<file path="src/rtl/ctx_swap_seq.sv">
module ctx_swap_seq #(
  parameter int AW = 16,
  parameter logic [AW-1:0] CHK_BASE = 'h0,
  parameter logic [AW-1:0] TMR_BASE = 'h8
) (
  input  logic          clk,
  input  logic          rst_n,
  input  logic          chk_req,
  input  logic          tmr_req,
  input  logic          at_boundary,
  input  logic          mem_rdy,
  output logic          busy,
  output logic [AW-1:0] mem_addr,
  output logic          mem_rd,
  output logic          mem_wr,
  output logic          psw_oe,
  output logic          pc_oe,
  output logic          psw_ld,
  output logic          pc_ld
);
  localparam int NSTEP = 4;
  localparam int SW = $clog2(NSTEP);

  logic          act, from_tmr, chk_pend;
  logic [SW-1:0] step;

  wire chk_any = chk_req | chk_pend;
  wire start   = !act && (chk_any || (tmr_req && at_boundary));
  wire last    = step == SW'(NSTEP - 1);

  always_ff @(posedge clk) begin
    if (!rst_n) begin
      act      <= 1'b0;
      from_tmr <= 1'b0;
      step     <= '0;
      chk_pend <= 1'b0;
    end else begin
      chk_pend <= chk_any & ~(start & chk_any);
      if (start) begin
        act      <= 1'b1;
        from_tmr <= !chk_any;
        step     <= '0;
      end else if (act && mem_rdy) begin
        if (last) act <= 1'b0;
        else      step <= step + 1'b1;
      end
    end
  end

  wire [AW-1:0] base = from_tmr ? TMR_BASE : CHK_BASE;

  assign busy     = act;
  assign mem_addr = act ? base + AW'({step, 1'b0}) : '0;
  assign mem_wr   = act && !step[SW-1];
  assign mem_rd   = act &&  step[SW-1];
  assign psw_oe   = act && step == SW'(0);
  assign pc_oe    = act && step == SW'(1);
  assign psw_ld   = act && step == SW'(2) && mem_rdy;
  assign pc_ld    = act && step == SW'(3) && mem_rdy;
endmodule


</file>
<file path="config.mk">
export PLATFORM = sky130hd
export DESIGN_NAME = ctx_swap_seq
export DESIGN_NICKNAME = d
export VERILOG_FILES = /design/src/rtl/ctx_swap_seq.sv
export SDC_FILE = /design/constraint.sdc
export NUM_CORES = 1
export LEC_CHECK = 0
export ABC_AREA = 1
export BUFFER_PORTS_ARGS = -buffer_cell sky130_fd_sc_hd__clkbuf_2
export CAP_MARGIN = 30
export CORE_AREA = 3 3 40 42
export DETAILED_ROUTE_END_ITERATION = 16
export DIE_AREA = 0 0 43 45
export GPL_ROUTABILITY_DRIVEN = 0
export PLACE_DENSITY = 0.73
export SLEW_MARGIN = 20
export SYNTH_ARGS = -nofsm -noshare
export SYNTH_HDL_FRONTEND = slang
export SYNTH_SLANG_ARGS = --single-unit
</file>
<file path="constraint.sdc">
create_clock -name clk -period 1.2 [get_ports clk]
set_input_delay 0.24 -clock clk [delete_from_list [all_inputs] [get_ports clk]]
set_output_delay 0.24 -clock clk [all_outputs]
set_load 0.005 [all_outputs]
</file>
==> impl_metrics.yaml <==
floorplanning:
  ios: 29
  die_width_um: 43
  core_um2: 1285
  core.rowCount: 13
  die_area_um2: 1935
  start_util_pct: 36.90
  die_h_um: 45
yosys:
  synth_warnings: 0
  synth_cell_types: 16
  synth_area_um2: 474.2
  ys_seq_area_share_pct: 21.11
  syn-instance-count: 69
  syn_avg_cell_area_um2: 6.873
  synth_seq_cells: 5
cts:
  cts_buffers: 3
  cts_tree: "built"
  clock_path_buffers: 2
  h-tree-depth: 1
  cts-root-buf: "clkbuf_4"
  cts.clk_slew.worst_paths_ps: 50
  clock_latency_ps: 240
  cts.sinks: 5
global_routing:
  track_usage_pct: 10.38
  antenna_found_initial: 0
  grt_max_degree: 8
  first_global_vias: 386
  grt_overflow_total: 0
  grt_pass1_wl_um: 1504
timing:
  setup_viol: 4
  fin_crit_sh_pct: 107.1
  fin_ws_ps: -85.18
  rsz0062_at_grt: "yes"
  finClkSkew_ps: 5.118
  maxSlewViolCount: 0
  fin_crit_ps: 1285
  clock.fmax_mhz: 778.1
  hold_viol: 0
critical_path:
  critPathLaunch: "step[0]"
  r2r-end: "step[1]"
  crit_slowest_cell: "dfxtp_4"
  end_kind: "output port"
  cp_num_cells: 5
  path_cells: "inv_6, ha_4, inv_2, nor2_2, buf_2"
  worst-path-max-fanout: 5
  crit_type: "reg -> out"
  critPathRequiredTime_ps: 960
  crit_path_max_incr_delay_ps: 410
  arrival_ps: 1050
  r2r_cells: 6
  r2r_setup_slack_ps: 150
  cp_top_family: "flip-flops"
  endpoint: "psw_ld"
  start_kind: "flip-flop"
  path_buf_inv: 3
  rr_startpoint: "step[1]"
routing:
  drtIter0Drc: 3
  postRouteAntennaNets: 0
  dr.pass1.iters: 2
  vias: 430
  viasPerCell: 4.095
  routedWlPerCell_um: 9.600
  drc: 0
  routed_wl_um: 1008
finish:
  final_common_cell: "nand2_1"
  final_layout_size_suffix_gt1_share_pct: 51.11
  final_area_um2: 660.6
  n_antenna_cell: 0
  syn_to_final_growth_pct: 39.31
  finish.utilization_pct: 51.41
  nNetsFinal: 101
  final_cell_mix: "14 x nand2_1, 13 x conb_1, 10 x clkbuf_2"
power:
  power_mw: 0.5973
  power_density_nw_per_um2: 904.1
  vdd.ir_drop.worst_v: 0.0005225
  p_leak_nw: 0.3621
outcome:
  violations: "setup timing"
  status: "finished with violations"
placed_design:
  io_buffers: 15
  hpwl_um: 745.2
  dpl_cell_area_um2: 524.3
worst_hold_path:
  hold_path.class: "in -> reg"
job:
  cap_violations: 0
## power breakdown
part / total, mW / internal [mW] / leakage, nW / switching [mW]
registers: 0.197 / 0.181 / 0.0428 / 0.0167
logic: 0.199 / 0.0916 / 0.304 / 0.107
clock network: 0.201 / 0.126 / 0.0150 / 0.0752
total: 0.597 / 0.398 / 0.362 / 0.199
## per-layer routing
layer | routed length, um | global-route usage, % | vias up
met5 | 0 | 0 | -
met4 | 0 | 5.422 | 0
met3 | 109 | 3.586 | 0
met2 | 554 | 19.76 | 21
met1 | 344 | 9.809 | 191
li1 | - | - | 218
## state kept, by name, summed over array words and instances, names as in the netlist
name	count
busy	1
chk_pend	1
step	2
from_tmr	1
## worst min-delay path by stage
stage / start / to / cells past startpoint
5_1_grt: rst_n / busy / 3
3_5_place_dp: from_tmr / from_tmr / 2
2_1_floorplan: rst_n / busy / 2
3_3_place_gp: from_tmr / from_tmr / 2
4_1_cts: chk_req / chk_pend / 3
6_report: chk_req / chk_pend / 3
## area by class of cell
type,count,area [um^2]
clock buffers,4,26.28
fillers,144,624.3
inverters,12,55.05
multi-input cells,49,320.3
flip-flops and latches,5,108.9
well taps,15,18.77
repair buffers,20,131.4
## kinds of logic after synthesis
logic type      after synthesis  share of synthesized area (%)
buf+inv                      27                          34.04
flops                         5                          21.11
compound gates                1                          1.847
fa+ha+maj                     4                          10.55
other cells                   1                         0.7908
simple gates                 31                          31.66
## cells in the mapped netlist
cell | n | area, um^2
buf_4 | 14 | 105.1
or2_0 | 1 | 6.260
buf_6 | 1 | 11.26
nand4_1 | 1 | 6.260
inv_1 | 11 | 41.29
nand3_1 | 1 | 5.000
nor2_2 | 3 | 18.77
conb_1 | 1 | 3.750
ha_1 | 4 | 50.05
nand2_1 | 15 | 56.30
dfxtp_1 | 5 | 100.1
o21ai_2 | 1 | 8.760
nor2_1 | 7 | 26.28
inv_2 | 1 | 3.750
nand2_4 | 1 | 11.26
nand3_2 | 2 | 20.02
## worst min-delay path, cell delays in order
cell      delay, ps
clkbuf_2        100
nor2_1           40
nor2_1           70
## repair_timing
item | CTS | global route
hold buffers | 0 | 0
resized for setup | 17 | 15
pin swaps | 4 | 3
buffers inserted | 3 | 0
setup endpoints to repair | 7 | 7
## per-stage QoR
stage          TNS [ps]  setup slack, ps  hold WS (ps)  cells
2_1_floorplan         0            172.2         343.1     81
3_3_place_gp          0            72.70         453.2     98
3_5_place_dp          0            5.334         459.6     98
4_1_cts          -307.7           -82.52         228.2    105
5_1_grt          -574.9           -128.9         273.4    105
6_report         -316.8           -85.18         233.4    105
Note: power is estimated with default switching activity, not from simulation.
